File: src/rtl/mrh_pkg.sv
`timescale 1ns/1ps
package mrh_pkg;
    localparam int ADDR_W    = 32;
    localparam int NUM_PORTS = 7;

    typedef enum logic [2:0] {
        PORT_ROM   = 3'd0,
        PORT_FLASH = 3'd1,
        PORT_DRAM  = 3'd2,
        PORT_IRQ   = 3'd3,
        PORT_CFG   = 3'd4,
        PORT_PCI   = 3'd5,
        PORT_SUBTR = 3'd6
    } port_e;

    typedef enum logic [1:0] {
        STAT_OK  = 2'b00,
        STAT_UR  = 2'b01,
        STAT_ERR = 2'b10
    } stat_e;

    typedef enum logic [1:0] {
        S_IDLE,
        S_ISSUE,
        S_AWAIT,
        S_REPLY
    } state_e;
endpackage

File: src/rtl/mrh_win_match.sv
`timescale 1ns/1ps
module mrh_win_match
    import mrh_pkg::*;
#(
    parameter int NWIN   = 2,
    parameter int WIN_IW = (NWIN > 1) ? $clog2(NWIN) : 1
) (
    input  logic [ADDR_W-1:0]      addr,
    input  logic [NWIN*ADDR_W-1:0] win_base,
    input  logic [NWIN*ADDR_W-1:0] win_limit,
    input  logic [NWIN-1:0]        win_en,
    output logic                   hit,
    output logic [WIN_IW-1:0]      idx
);
    logic [NWIN-1:0] hit_vec;

    // one inclusive range comparator per programmable window
    for (genvar g = 0; g < NWIN; g++) begin : g_win
        logic [ADDR_W-1:0] lo;
        logic [ADDR_W-1:0] hi;
        assign lo         = win_base[g*ADDR_W +: ADDR_W];
        assign hi         = win_limit[g*ADDR_W +: ADDR_W];
        assign hit_vec[g] = win_en[g] && (addr >= lo) && (addr <= hi);
    end

    // lowest index wins on overlap
    always_comb begin
        hit = 1'b0;
        idx = '0;
        for (int k = NWIN - 1; k >= 0; k--) begin
            if (hit_vec[k]) begin
                hit = 1'b1;
                idx = WIN_IW'(k);
            end
        end
    end
endmodule

File: src/rtl/mrh_decoder.sv
`timescale 1ns/1ps
module mrh_decoder
    import mrh_pkg::*;
#(
    parameter int               NWIN       = 2,
    parameter int               WIN_IW     = (NWIN > 1) ? $clog2(NWIN) : 1,
    parameter logic [ADDR_W-1:0] BOOT_BASE = 32'hFFFE_0000,
    parameter int               BOOT_LOG2  = 17,
    parameter logic [ADDR_W-1:0] IRQ_BASE  = 32'hFEE0_0000,
    parameter int               IRQ_LOG2   = 20,
    parameter int               CFG_LOG2   = 28
) (
    input  logic [ADDR_W-1:0]          addr,
    input  logic                       write,
    input  logic                       upstream,
    input  logic                       secure_boot,
    input  logic [ADDR_W-CFG_LOG2-1:0] cfg_base,
    input  logic                       cfg_en,
    input  logic [ADDR_W-1:0]          dram_top,
    input  logic [NWIN*ADDR_W-1:0]     win_base,
    input  logic [NWIN*ADDR_W-1:0]     win_limit,
    input  logic [NWIN-1:0]            win_en,
    output port_e                      port,
    output logic [WIN_IW-1:0]          win_idx
);
    logic in_boot, in_irq, in_cfg, in_dram, pci_hit;

    assign in_boot = (addr >> BOOT_LOG2) == (BOOT_BASE >> BOOT_LOG2);
    assign in_irq  = (addr >> IRQ_LOG2) == (IRQ_BASE >> IRQ_LOG2);
    assign in_cfg  = cfg_en && (addr[ADDR_W-1:CFG_LOG2] == cfg_base);
    assign in_dram = addr < dram_top;

    mrh_win_match #(.NWIN(NWIN), .WIN_IW(WIN_IW)) u_win (
        .addr      (addr),
        .win_base  (win_base),
        .win_limit (win_limit),
        .win_en    (win_en),
        .hit       (pci_hit),
        .idx       (win_idx)
    );

    // fixed priority chain
    always_comb begin
        if (!upstream && in_boot) begin
            if (write)            port = PORT_DRAM;
            else if (secure_boot) port = PORT_ROM;
            else                  port = PORT_FLASH;
        end else if (upstream && write && in_irq) begin
            port = PORT_IRQ;
        end else if (!upstream && in_cfg) begin
            port = PORT_CFG;
        end else if (in_dram) begin
            port = PORT_DRAM;
        end else if (!upstream && pci_hit) begin
            port = PORT_PCI;
        end else begin
            port = PORT_SUBTR;
        end
    end
endmodule

File: src/rtl/mrh_ctrl.sv
`timescale 1ns/1ps
module mrh_ctrl
    import mrh_pkg::*;
#(
    parameter int DW = 32
) (
    input  logic          clk,
    input  logic          rst_n,
    input  logic          req_valid,
    input  port_e         cur_port,
    input  logic          cur_write,
    input  logic          tgt_taken,
    input  logic          cpl_valid,
    input  logic [1:0]    cpl_status,
    input  logic [DW-1:0] cpl_rdata,
    input  logic          rsp_ready,
    output logic          req_ready,
    output logic          load,
    output logic          issue,
    output logic          rsp_valid,
    output logic [1:0]    rsp_status,
    output logic [DW-1:0] rsp_rdata
);
    state_e state_q, state_d;
    logic   need_cpl;

    // reads wait unless unclaimed; writes wait only for config space
    assign need_cpl = cur_write ? (cur_port == PORT_CFG) : (cur_port != PORT_SUBTR);

    always_ff @(posedge clk or negedge rst_n) begin
        if (!rst_n) state_q <= S_IDLE;
        else        state_q <= state_d;
    end

    always_comb begin
        state_d = state_q;
        unique case (state_q)
            S_IDLE:  if (req_valid) state_d = S_ISSUE;
            S_ISSUE: if (tgt_taken) state_d = need_cpl ? S_AWAIT : S_REPLY;
            S_AWAIT: if (cpl_valid) state_d = S_REPLY;
            S_REPLY: if (rsp_ready) state_d = S_IDLE;
            default: state_d = S_IDLE;
        endcase
    end

    always_comb begin
        req_ready = (state_q == S_IDLE);
        load      = (state_q == S_IDLE) && req_valid;
        issue     = (state_q == S_ISSUE);
        rsp_valid = (state_q == S_REPLY);
    end

    always_ff @(posedge clk or negedge rst_n) begin
        if (!rst_n) begin
            rsp_status <= STAT_OK;
            rsp_rdata  <= '0;
        end else if (state_q == S_ISSUE && tgt_taken && !need_cpl) begin
            rsp_status <= (cur_port == PORT_SUBTR) ? STAT_UR : STAT_OK;
            rsp_rdata  <= '0;
        end else if (state_q == S_AWAIT && cpl_valid) begin
            rsp_status <= cpl_status;
            rsp_rdata  <= cpl_rdata;
        end
    end
endmodule

File: src/rtl/mem_route_hub.sv
`timescale 1ns/1ps
module mem_route_hub
    import mrh_pkg::*;
#(
    parameter int NWIN     = 2,
    parameter int DW       = 32,
    parameter int CFG_LOG2 = 28,
    parameter int WIN_IW   = (NWIN > 1) ? $clog2(NWIN) : 1
) (
    input  logic                       clk,
    input  logic                       rst_n,
    input  logic                       secure_boot,
    input  logic [ADDR_W-CFG_LOG2-1:0] cfg_base,
    input  logic                       cfg_en,
    input  logic [ADDR_W-1:0]          dram_top,
    input  logic [NWIN*ADDR_W-1:0]     win_base,
    input  logic [NWIN*ADDR_W-1:0]     win_limit,
    input  logic [NWIN-1:0]            win_en,
    input  logic                       req_valid,
    output logic                       req_ready,
    input  logic [ADDR_W-1:0]          req_addr,
    input  logic                       req_write,
    input  logic                       req_upstream,
    input  logic [DW-1:0]              req_wdata,
    output logic [NUM_PORTS-1:0]       tgt_valid,
    input  logic [NUM_PORTS-1:0]       tgt_ready,
    output logic [ADDR_W-1:0]          tgt_addr,
    output logic                       tgt_write,
    output logic [DW-1:0]              tgt_wdata,
    output logic [WIN_IW-1:0]          tgt_win,
    output logic [7:0]                 cfg_bus,
    output logic [4:0]                 cfg_dev,
    output logic [2:0]                 cfg_func,
    output logic [11:0]                cfg_reg,
    input  logic                       cpl_valid,
    input  logic [1:0]                 cpl_status,
    input  logic [DW-1:0]              cpl_rdata,
    output logic                       rsp_valid,
    input  logic                       rsp_ready,
    output logic [1:0]                 rsp_status,
    output logic [DW-1:0]              rsp_rdata
);
    port_e             dec_port, cur_port;
    logic [WIN_IW-1:0] dec_win, cur_win;
    logic [ADDR_W-1:0] cur_addr;
    logic              cur_write;
    logic [DW-1:0]     cur_wdata;
    logic              load, issue, tgt_taken;

    mrh_decoder #(.NWIN(NWIN), .WIN_IW(WIN_IW), .CFG_LOG2(CFG_LOG2)) u_dec (
        .addr        (req_addr),
        .write       (req_write),
        .upstream    (req_upstream),
        .secure_boot (secure_boot),
        .cfg_base    (cfg_base),
        .cfg_en      (cfg_en),
        .dram_top    (dram_top),
        .win_base    (win_base),
        .win_limit   (win_limit),
        .win_en      (win_en),
        .port        (dec_port),
        .win_idx     (dec_win)
    );

    always_ff @(posedge clk or negedge rst_n) begin
        if (!rst_n) begin
            cur_port  <= PORT_SUBTR;
            cur_win   <= '0;
            cur_addr  <= '0;
            cur_write <= 1'b0;
            cur_wdata <= '0;
        end else if (load) begin
            cur_port  <= dec_port;
            cur_win   <= dec_win;
            cur_addr  <= req_addr;
            cur_write <= req_write;
            cur_wdata <= req_wdata;
        end
    end

    for (genvar g = 0; g < NUM_PORTS; g++) begin : g_sel
        assign tgt_valid[g] = issue && (int'(cur_port) == g);
    end

    assign tgt_taken = |(tgt_valid & tgt_ready);
    assign tgt_addr  = cur_addr;
    assign tgt_write = cur_write;
    assign tgt_wdata = cur_wdata;
    assign tgt_win   = cur_win;
    assign cfg_bus   = cur_addr[27:20];
    assign cfg_dev   = cur_addr[19:15];
    assign cfg_func  = cur_addr[14:12];
    assign cfg_reg   = cur_addr[11:0];

    mrh_ctrl #(.DW(DW)) u_ctrl (
        .clk        (clk),
        .rst_n      (rst_n),
        .req_valid  (req_valid),
        .cur_port   (cur_port),
        .cur_write  (cur_write),
        .tgt_taken  (tgt_taken),
        .cpl_valid  (cpl_valid),
        .cpl_status (cpl_status),
        .cpl_rdata  (cpl_rdata),
        .rsp_ready  (rsp_ready),
        .req_ready  (req_ready),
        .load       (load),
        .issue      (issue),
        .rsp_valid  (rsp_valid),
        .rsp_status (rsp_status),
        .rsp_rdata  (rsp_rdata)
    );
endmodule

File: config.mk
export PLATFORM = sky130hd
export DESIGN_NAME = mem_route_hub
export DESIGN_NICKNAME = d
export VERILOG_FILES = /design/src/rtl/mrh_pkg.sv /design/src/rtl/mrh_win_match.sv /design/src/rtl/mrh_decoder.sv /design/src/rtl/mrh_ctrl.sv /design/src/rtl/mem_route_hub.sv
export SDC_FILE = /design/constraint.sdc
export NUM_CORES = 1
export LEC_CHECK = 0
export ABC_AREA = 1
export BUFFER_PORTS_ARGS = -buffer_cell sky130_fd_sc_hd__buf_2
export CORE_AREA = 3 3 162 164
export DETAILED_ROUTE_END_ITERATION = 8
export DIE_AREA = 0 0 165 167
export PLACE_DENSITY_LB_ADDON = 0.25
export SYNTH_ARGS = -nofsm -noshare
export SYNTH_HDL_FRONTEND = slang
export SYNTH_HIERARCHICAL = 1
export SYNTH_SLANG_ARGS = --single-unit
File: constraint.sdc
create_clock -name clk -period 3.2 [get_ports clk]
set_clock_uncertainty 0.15 [all_clocks]
set_input_delay 0.64 -clock clk [delete_from_list [all_inputs] [get_ports clk]]
set_output_delay 0.64 -clock clk [all_outputs]
set_load 0.02 [all_outputs]
* Word level (Yosys, flattened, before mapping)
Cells that the tools add are included.
Cells by class: bitwise operators 1, $lt $le $gt $ge 5, mux-type cells 22, reductions and logical operators 28, eq/ne operators 19
Operators with widths (number):
- greater-or-equal comparator 32 bit | 2
- <= comparator 32 bit | 2
- two-way mux 32 bit | 2
- < comparator 32 bit | 1
- logical AND 1 bit | 21
- == test 3 bit (second input constant) | 6
- two-way mux 2 bit | 8
- == test 15 bit (second input constant) | 1
- == test 12 bit (second input constant) | 1
- two-way mux 3 bit | 4
- one-hot mux 2 bit (4 select lines) | 1
- bitwise AND 7 bit | 1
- two-way mux 1 bit | 7
- OR reduction 7 bit | 1
- == test 3 x 2 -> 1 bit (second input constant) | 2
- == test 2 bit (second input constant) | 2
- == test 4 bit | 1
- != test 2 x 1 -> 1 bit (second input constant) | 2
- != test 2 bit (second input constant) | 2
- AND reduction 4 bit | 1
- zero test 3 bit | 1
- != test 3 bit (second input constant) | 1
- == test 2 x 1 -> 1 bit (second input constant) | 1
- zero test 1 bit | 2
- other kinds (2) | 2
Word-level totals: register bits 105, output and inout port bits 137, input port bits 280, word-level logic and storage cells 83

* Depth between registers and ports, before layout
Gate-level depths: netlist of the first run.
word-level depth 11, gate-level depth with buffers 24, gate-level depth less buffers 24

* Modules after synthesis
The synthesis of the first run kept the hierarchy.
Modules (own cells, without submodules):
- mrh_win_match | cells each 562, area each 3447.1 µm², instances 1, seq. area each 0.0 µm²
- mem_route_hub | cells each 214, area each 3239.4 µm², instances 1, seq. area each 1729.2 µm²
- mrh_ctrl | cells each 195, area each 2068.2 µm², instances 1, seq. area each 900.9 µm²
- mrh_decoder | cells each 176, area each 1022.2 µm², instances 1, seq. area each 0.0 µm²

* Worst setup path after synthesis of the first run
OpenSTA, ideal clock, no wires.
path type input to register, start in win_limit[31], end reg cur_port[0], setup time 83 ps, stages on the path 19, arrival time 2079 ps, buffers on the path 0, slack 889 ps, required time 2967 ps, cells stage by stage inv_1 > ha_1 > nand2_1 > nor2_2 > and2_4 > inv_2 > nor2_2 > nand3_1 > nand2_1 > nand3_1 > nand2_1 > inv_1 > nor2_1 > nand3_1 > nand2_1 > nand2_1 > nand2_1 > nand2_1 > o21ai_0
Between the ends: word-level cells in the longest chain between the ends 9
RTL lines:
- from (decl) | line mem_route_hub.sv:17 | input logic [NWIN*ADDR_W-1:0] win_limit,
- <= comparator 32 bit | line mrh_win_match.sv:23 | assign hit_vec[g] = win_en[g] && (addr >= lo) && (addr <= hi);
- logical AND 1 bit | line mrh_win_match.sv:23
- two-way mux 1 bit | line mrh_win_match.sv:31 | if (hit_vec[k]) begin
- via u_dec.pci_hit | line mrh_decoder.sv:26 | logic in_boot, in_irq, in_cfg, in_dram, pci_hit;
- logical AND 1 bit | line mrh_decoder.sv:54 | end else if (!upstream && pci_hit) begin
- two-way mux 2 bit | line mrh_decoder.sv:54
- two-way mux 3 bit | line mrh_decoder.sv:52 | end else if (in_dram) begin
- two-way mux 3 bit | line mrh_decoder.sv:50 | end else if (!upstream && in_cfg) begin
- two-way mux 3 bit | line mrh_decoder.sv:48 | end else if (upstream && write && in_irq) begin
- two-way mux 3 bit | line mrh_decoder.sv:44 | if (!upstream && in_boot) begin
- via dec_port[0] | line mem_route_hub.sv:43 | port_e dec_port, cur_port;
- to (signal assigned) | line mem_route_hub.sv:73 | cur_port <= dec_port;
- to (decl) | line mem_route_hub.sv:43
The timed path passes the listed nets, and every way through them passes these cells. A chain may end at the register's enable or synchronous reset.

* Worst setup path in the final report of the first run
start reg cur_port[1], end out tgt_valid[2]
Between the ends: word-level cells in the longest chain between the ends 2
RTL lines:
- == test 3 bit | line mem_route_hub.sv:82 | assign tgt_valid[g] = issue && (int'(cur_port) == g);
- logical AND 1 bit | line mem_route_hub.sv:82
- to (decl) | line mem_route_hub.sv:25 | output logic [NUM_PORTS-1:0] tgt_valid,
Every way passes these cells.

==> flow_summary.yaml, run 1 <==
cts:
  cts_tree: "done"
  clk_latency_ns: 0.35
  cts_buffer_depth: 2
  postCtsSetupBuffers: 0
  path_clk_slew_ns: 0.09
  cts_sinks: 105
  cts_resized: 0
  hold_buffers: 0
  cts_buffers: 9
  cts-root-buf: "clkbuf_16"
  h-tree-depth: 3
drt:
  drc: 0
  drtIter0Drc: 626
  vias_per_cell: 4.76
  wire_per_inst_um: 16.2
  ant_nets: 0
  wl_met1_um: 13200
  route.met2.wl_um: 14700
  dr_total_vias: 8906
  dr_wl_met3_um: 1790
  dr.pass1.iters: 5
  wl_um: 30300
  highest_layer: "met4"
grt:
  grt_overflow: 0
  grt_pass1_wl_um: 45900
  grt_util_all_layers_pct: 21.2
  grt_max_degree: 42
  grt_pass1_vias: 8599
  antenna_found_initial: 3
cells_and_area:
  final_area_um2: 12200
  drive_gt1_share_pct: 38.0
  fin_cells: 1871
  final_util_pct: 48.6
  syn_to_final_growth_pct: 24.5
  num-nets-final: 1977
sta:
  tns_ns: 0
  setup_violations: 0
  rsz0062_at_grt: "false"
  worst_pin_slew_ns: 0.759
  period_share_pct: 80.7
  report.final.slew_viol_count: 0
  max_slew_margin_pct: 49.4
  finalHoldWorstSlack_ns: 0.0992
  max_freq_ghz: 0.387
  final.min_clock_period_ns: 2.58
  finalHoldViolations: 0
power:
  cellPowerDensity_nw_per_um2: 696
  total_leakage_power_nw: 7.16
  peakVddDrop_v: 0.000399
yosys:
  synth-async-reset-ratio_pct: 100
  ys_top_cells_by_count: "inv_1, nand2_1, ha_1, dfrtp_1, a21oi_1"
  synth_edf_count: 0
  synth.avg_cell_area_um2: 8.52
  synth_area_leader_cell: "dfrtp_1"
  ys_ff_latch: 105
  yosys_most_used_dff: "dfrtp_1"
  yosysWarnings: 6
  synth-seq-area-share_pct: 26.9
  netlist_instances: 1147
  synthTopCellsByArea: "dfrtp_1, ha_1, mux2_4"
  yosysMostFrequentCell: "inv_1"
  synth_nets: 1591
  synth_top_area_share_pct: 26.4
  synth_cell_types: 37
  mappedNetlistArea_um2: 9780
die:
  initial_utilization_pct: 39.1
  die_x_um: 165
  num_rows: 58
  dieArea_um2: 27600
  core_area_um2: 25000
  die_height_um: 167
  pin_count: 417
worst_setup_path:
  ff2ff_path_depth: 10
  cp.arrival_ns: 1.79
  cp_max_fo: 5
  cp-end-kind: "output port"
  criticalPathCategory: "flop to output port"
  critPathRequiredTime_ns: 2.41
  start_kind: "flop"
placed_design:
  place_area_um2: 11800
  io_buffers: 416
  dp.cells: 1852
  place_congestion: 0.874
  dp_hpwl_um: 24900
run_status:
  status: "finished clean"
job:
  cap_violations: 0
hold_path:
  hold_path_class: "primary input to async pin"
layout by cell type, fill, tap and decap left out, types with 3 or more instances in the layout:
cell type	netlist	routed
ha_1	164	164
o21ai_0	15	15
nand3_1	56	56
nor3_1	10	10
diode_2	0	3
o21a_1	8	8
a22oi_1	3	3
inv_2	9	9
buf_4	28	11
nand2_1	212	212
nor2_1	62	62
clkinv_8	0	3
nand4_1	15	15
a21oi_1	72	72
o21ai_1	7	7
dfrtp_1	103	103
inv_1	213	212
a22oi_2	30	30
buf_2	3	415
mux2_4	64	64
nand2_2	23	23
nor2_2	4	4
xnor2_1	4	4
clkbuf_16	0	9
cell type report:
cell class | count | area (µm²)
clock buffer | 9 | 225
tap | 330 | 413
sequential | 105 | 2630
clock inverter | 7 | 91.3
fill | 2459 | 12900
multi-input combinational | 766 | 5770
inverter | 223 | 840
timing repair buffer | 428 | 2200
antenna | 3 | 7.51
through the flow:
stage / setup slack [ns] / total power (W)
after CTS: 0.611 / 0.00857
after floorplan: 0.889 / 0.00614
after global routing: 0.447 / 0.00905
after global placement: 0.333 / 0.00731
final: 0.616 / 0.00847
after detailed placement: 0.358 / 0.00736
path summary, 6_finish.rpt:
kind / start / to / slack [ns]
min in group clk: req_wdata[4] / tgt_wdata[4] / 0.35
max: cur_port[1] / tgt_valid[2] / 0.62
min: rst_n / u_ctrl/rsp_rdata[8] / 0.1
min reg2reg: tgt_wdata[18] / tgt_wdata[18] / 0.36
max reg2reg: u_ctrl/state_q[1] / u_ctrl/rsp_rdata[19] / 0.64
max in group asynchronous: rst_n / tgt_wdata[28] / 1.97
sequential cells by signal, summed over array words and instances, names as in the netlist:
signal,cells
u_ctrl/rsp_rdata,32
tgt_write,1
u_ctrl/rsp_status,2
u_ctrl/state_q,2
tgt_wdata,32
tgt_win,1
tgt_addr,32
cur_port,3
power by group:
part	switching (W)	total, W	internal [W]
Clock	0.000593	0.00116	0.000567
Sequential	0.000492	0.00248	0.00199
Combinational	0.00280	0.00483	0.00203
Total	0.00389	0.00847	0.00459
cells by family (layout without fill, tap and decap cells):
family / count (synthesis) / count (layout) / synth area share, %
buffers and inverters: 276 / 667 / 14.1
and+or+nand+nor: 392 / 392 / 17.7
AOI/OAI and AO/OA: 140 / 140 / 9.89
other: 0 / 3 / 0
muxes: 66 / 66 / 10.1
DFF: 105 / 105 / 26.9
xor gates and xnor gates: 4 / 4 / 0.358
adders and majority gates: 164 / 164 / 21.0
layer usage:
metal	up-vias	GRT usage [%]
li1	4494	-
met4	0	5.80
met5	-	0
met3	32	2.86
met2	294	36.1
met1	4086	28.1
worst max-delay path, stage by stage (launching register included):
cell and delay (ns):
dfstp_2 0.59, inv_1 0.11, nor2_1 0.28, inv_1 0.10, nor2_1 0.18, buf_2 0.20
No activity file was read; power rests on OpenSTA's default activity.
==> run 2: changes to the inputs <==
==> constraint.sdc (replaced) <==
create_clock -name clk -period 2.4 [get_ports clk]
set_clock_uncertainty 0.15 [all_clocks]
set_input_delay 0.48 -clock clk [delete_from_list [all_inputs] [get_ports clk]]
set_output_delay 0.48 -clock clk [all_outputs]
set_load 0.02 [all_outputs]
==> flow_summary.yaml, run 2 (synthesis results as in run 1) <==
power:
  total_leakage_power_nw: 7.47
  combPwrFrac_pct: 57.9
  total_power_w: 0.0115
  seq_power_share_pct: 28.9
  switchingPower_w: 0.00520
  intPower_w: 0.00625
  switching_share_pct: 45.4
  pwr-share-clk_pct: 13.2
  peakVddDrop_v: 0.000487
  cellPowerDensity_nw_per_um2: 886
cts:
  cts-root-buf: "clkbuf_16"
  cts_buffers: 9
  clk_latency_ns: 0.35
  path_clk_slew_ns: 0.09
  h-tree-depth: 3
  cts_sinks: 105
  cts_tree: "done"
  cts_buffer_depth: 2
  postCtsSetupBuffers: 0
grt:
  grt_pass1_wl_um: 46700
  grt_overflow: 0
  antenna_found_initial: 4
  grt_pass1_vias: 9019
  grt_util_all_layers_pct: 21.3
  grt_max_degree: 42
placed_design:
  place_congestion: 0.875
  place_area_um2: 12300
  io_buffers: 416
  dp_hpwl_um: 25400
cells_and_area:
  layout_common_cells: "buf_2, inv_1, nand2_1"
  num-nets-final: 2038
  syn_to_final_growth_pct: 32.3
  drive_gt1_share_pct: 42.6
  layout_commonest_cell: "buf_2"
  final_area_um2: 12900
sta:
  worst_pin_slew_ns: 0.415
  finalHoldViolations: 0
  max_freq_ghz: 0.439
  report.final.slew_viol_count: 0
  final.min_clock_period_ns: 2.28
  period_share_pct: 95.0
  max_slew_margin_pct: 72.3
  setup_violations: 0
  rsz0062_at_grt: "true"
  tns_ns: 0
die:
  pin_count: 417
  initial_utilization_pct: 39.1
  num_rows: 58
  dieArea_um2: 27600
  die_x_um: 165
  die_height_um: 167
  core_area_um2: 25000
worst_setup_path:
  cpPeakStageDelay_ns: 0.41
  critPathRequiredTime_ns: 1.77
  cp-end-kind: "output port"
  crit_buf_inv: 2
  path_cells: "inv_1, ha_2, nand2_2, nor2_2, buf_2"
  cp_max_fo: 6
  cp_top_family: "flip-flops"
  cp.arrival_ns: 1.65
  crit_path_top_delay_cell: "dfrtp_1"
  criticalPathCategory: "flop to output port"
  start_kind: "flop"
drt:
  wire_per_inst_um: 15.8
  dr_total_vias: 9066
  wl_um: 30600
  drc: 0
  vias_per_cell: 4.69
  ant_nets: 0
  drtIter0Drc: 575
  dr.pass1.iters: 5
hold_path:
  hold_path_class: "primary input to flop"
job:
  cap_violations: 0
run_status:
  status: "finished clean"
[run 2: cell count changes in the layout (fill, tap and decap cells not counted), moves of 5 or more]
cell | previous run | this run
buf_4 | 11 | 69
ha_4 | 0 | 13
nand2_2 | 23 | 28
nand2_1 | 212 | 207
ha_1 | 164 | 150
nor2_1 | 62 | 52
buf_6 | 0 | 7
buf_2 | 415 | 407
nor2_2 | 4 | 13
[run 2: power by group through the flow]
| stage | registers (W) | clock network (W) | logic (W) |
|---|---|---|---|
| floorplan | 0.00422 | 0 | 0.00397 |
| global placement | 0.00333 | 0 | 0.00655 |
| detailed placement | 0.00334 | 0 | 0.00661 |
| CTS | 0.00332 | 0.00160 | 0.00664 |
| global route | 0.00344 | 0.00165 | 0.00718 |
| finish | 0.00331 | 0.00151 | 0.00664 |
[run 2: what timing repair did]
action                                 in CTS  in global routing
gates resized for setup                     1                 61
setup endpoints to repair                   2                  5
endpoints found under the hold margin      26                  0
hold buffers                                1                  0
pin swaps                                   0                 21
[run 2: metal layers]
metal	GRT usage (%)	vias up	wire (µm)
met1	27.4	4104	13000
li1	-	4601	-
met4	6.16	4	799
met2	36.5	311	14800
met5	0	-	23
met3	3.58	46	1940
[run 2: path summary, 6_finish.rpt]
path | slack, ns | from | cells after the start | endpoint
max in group asynchronous | 1.02 | rst_n | 3 | cur_port[2]
setup / recovery | 0.12 | u_ctrl/state_q[1] | 5 | tgt_valid[2]
setup reg to reg | 0.27 | u_ctrl/state_q[1] | 12 | u_ctrl/rsp_rdata[3]
hold reg to reg | 0.36 | tgt_wdata[19] | 1 | tgt_wdata[19]
hold / removal | 0.20 | req_wdata[15] | 2 | tgt_wdata[15]
min in group asynchronous | 0.44 | rst_n | 2 | u_ctrl/rsp_rdata[0]
[run 2: metrics by stage]
stage | util [%] | std cells | hold WS, ns | setup WS [ns]
after floorplan | - | 1147 | 0.0344 | 0.249
after global placement | 49.3 | 1912 | 0.290 | -0.272
after detailed placement | 49.3 | 1912 | 0.291 | -0.289
after CTS | 50.6 | 1929 | 0.176 | -0.0494
after global routing | 51.7 | 1931 | 0.175 | -0.0298
final | 51.7 | 1931 | 0.199 | 0.120
[run 2: area by class of cell]
cell class / instances / area (µm²)
repair buffers: 489 / 2740
flip-flops and latches: 105 / 2630
inverters: 223 / 840
clock buffers: 9 / 225
fillers: 2340 / 12100
diodes: 2 / 5.00
multi-input cells: 766 / 5990
clock inverters: 7 / 85.1
well taps: 330 / 413
[run 2: worst reg2reg max path: stages, from the launching register on]
cell     delay, ns
dfrtp_1       0.41
inv_1         0.16
ha_2          0.27
nand2_1       0.13
inv_1         0.11
nand3_1       0.07
nand2_1       0.07
nor2_1        0.04
nand2_1       0.09
nand2_1       0.07
inv_2         0.10
buf_4         0.26
a22oi_2       0.08
==> run 3: changes to the inputs <==
==> constraint.sdc (replaced) <==
create_clock -name clk -period 2.24 [get_ports clk]
set_clock_uncertainty 0.15 [all_clocks]
set_input_delay 0.448 -clock clk [delete_from_list [all_inputs] [get_ports clk]]
set_output_delay 0.448 -clock clk [all_outputs]
set_load 0.02 [all_outputs]
==> flow_summary.yaml, run 3 (synthesis results as in run 1) <==
run_status:
  status: "finished clean"
sta:
  rsz0062_at_grt: "true"
  finalHoldViolations: 0
  setup_violations: 0
  max_freq_ghz: 0.466
  report.final.slew_viol_count: 0
  worst_pin_slew_ns: 0.482
  timing.final.ws_setup_ns: 0.0962
  max_slew_margin_pct: 67.8
  tns_ns: 0
  final.min_clock_period_ns: 2.14
  period_share_pct: 95.7
worst_setup_path:
  cp_max_fo: 4
  path_common_cell: "nand2_1"
  crit_path_top_delay_cell: "ha_1"
  criticalPathCategory: "primary input to flop"
  reg2reg_to: "u_ctrl/rsp_rdata[30]"
  crit_cells: 19
  path_cells: "buf_2, buf_4, ha_1, nand2_1, nor2_2, nand4_1, nor2_2, nand2_1, nand2_1, nand3_1, nand2_1, inv_2, nor2_2, nand3_1, nand2_1, nand2_1, nand2_1, nand2_1, o21ai_1"
  reg2reg_from: "u_ctrl/state_q[1]"
  cpPeakStageDelay_ns: 0.28
  cp.arrival_ns: 2.27
  start_kind: "primary input"
  ff2ff_path_depth: 12
  cp_top_family: "simple AND/OR/NAND/NOR gates"
  critPathRequiredTime_ns: 2.36
  cp-end-kind: "flop"
  rrSetupSlack_ns: 0.19
  crit_buf_inv: 3
drt:
  dr_total_vias: 9219
  drtIter0Drc: 524
  dr.pass1.iters: 5
  drc: 0
  vias_per_cell: 4.76
  ant_nets: 0
  wl_um: 31300
  wire_per_inst_um: 16.1
cts:
  cts-root-buf: "clkbuf_16"
  cts_tree: "done"
  path_clk_slew_ns: 0.09
  cts_buffers: 9
  cts_buffer_depth: 2
  clk_latency_ns: 0.35
  cts_sinks: 105
  h-tree-depth: 3
power:
  cellPowerDensity_nw_per_um2: 952
  peakVddDrop_v: 0.000633
  combPwrFrac_pct: 58.1
  switching_share_pct: 45.6
  total_leakage_power_nw: 7.55
  pwr-share-clk_pct: 13.5
  switchingPower_w: 0.00570
  intPower_w: 0.00682
  seq_power_share_pct: 28.4
  total_power_w: 0.0125
grt:
  grt_util_all_layers_pct: 21.9
  antenna_found_initial: 3
  grt_max_degree: 36
  grt_overflow: 0
  grt_pass1_wl_um: 48100
  grt_pass1_vias: 9169
cells_and_area:
  layout_common_cells: "buf_2, nand2_1, inv_1"
  num-nets-final: 2045
  syn_to_final_growth_pct: 34.5
  drive_gt1_share_pct: 43.8
  final_util_pct: 52.5
  layout_commonest_cell: "buf_2"
  fillCellCount: 2412
  seq_area_um2: 2630
  multi_input_area_um2: 6100
hold_path:
  worstHoldStart: "req_wdata[11]"
  hold_path_class: "primary input to flop"
  hold_end: "tgt_wdata[11]"
  holdPathStages: 2
die:
  initial_utilization_pct: 39.1
  die_height_um: 167
  pin_count: 417
  die_x_um: 165
  num_rows: 58
  core_area_um2: 25000
  dieArea_um2: 27600
placed_design:
  io_buffers: 416
  place_congestion: 0.883
  dp_hpwl_um: 25900
  place_ws_ns: -0.441
job:
  cap_violations: 0
==> run 3: cell count changes in the layout (fill, tap and decap cells not counted), moves of 3 or more <==
| cell | before | now |
|---|---|---|
| ha_1 | 150 | 145 |
| inv_2 | 11 | 16 |
| ha_4 | 13 | 19 |
| buf_2 | 407 | 404 |
| buf_12 | 5 | 8 |
| buf_4 | 69 | 73 |
| inv_1 | 210 | 205 |
==> run 3: worst max path at each step <==
stage / startpoint / end / slack (ns)
global route: req_addr[5] / cur_port[0] / -0.08
global placement: req_addr[31] / cur_port[0] / -0.42
finish: req_addr[23] / cur_port[0] / 0.1
CTS: win_base[61] / cur_port[0] / 0.002
floorplan: win_limit[31] / cur_port[0] / 0.12
detailed placement: req_addr[31] / cur_port[0] / -0.44
==> run 3: final cells by class <==
class | instances | area share [%]
clock buffers | 9 | 1.71
flip-flops and latches | 105 | 20.0
multi-input cells | 766 | 46.4
repair buffers | 496 | 21.7
diodes | 1 | 0.0190
inverters | 223 | 6.38
well taps | 330 | 3.14
clock inverters | 7 | 0.694
==> run 3: per-stage QoR <==
| stage | hold slack (ns) | std cells | cell area [µm²] |
|---|---|---|---|
| 2_1_floorplan | 0.00241 | 1147 | 9780 |
| 3_3_place_gp | 0.295 | 1915 | 12400 |
| 3_5_place_dp | 0.295 | 1915 | 12400 |
| 4_1_cts | 0.153 | 1934 | 12900 |
| 5_1_grt | 0.141 | 1937 | 13200 |
| 6_report | 0.169 | 1937 | 13200 |
==> run 3: repair_timing <==
item	in CTS	in global routing
setup buffers	2	2
hold buffers	1	0
endpoints found under the hold margin	29	0
resized for setup	41	40
endpoints found under the setup margin	6	35
pin swaps	15	18
==> run 3: per-layer routing <==
layer	wire, µm	GRT usage, %	vias to the layer above
li1	-	-	4632
met5	23	0	-
met2	15400	38.4	310
met3	1750	3.48	35
met4	542	4.74	4
met1	13500	28.3	4238
==> run 3: power groups by stage <==
stage / Sequential (W) / Clock (W) / Combinational [W]
after floorplan: 0.00452 / 0 / 0.00425
after global placement: 0.00357 / 0 / 0.00708
after detailed placement: 0.00359 / 0 / 0.00716
after CTS: 0.00357 / 0.00174 / 0.00725
after global routing: 0.00369 / 0.00184 / 0.00784
final: 0.00356 / 0.00169 / 0.00728
==> run 3: worst reg2reg max path: stages, from the launching register on <==
cell	delay, ns
dfrtp_1	0.41
inv_2	0.12
ha_4	0.18
inv_1	0.04
nor2_1	0.22
nand3_1	0.12
nand2_1	0.09
nor2_1	0.05
nand2_1	0.07
nand2_1	0.07
inv_2	0.19
buf_12	0.19
a22oi_2	0.07
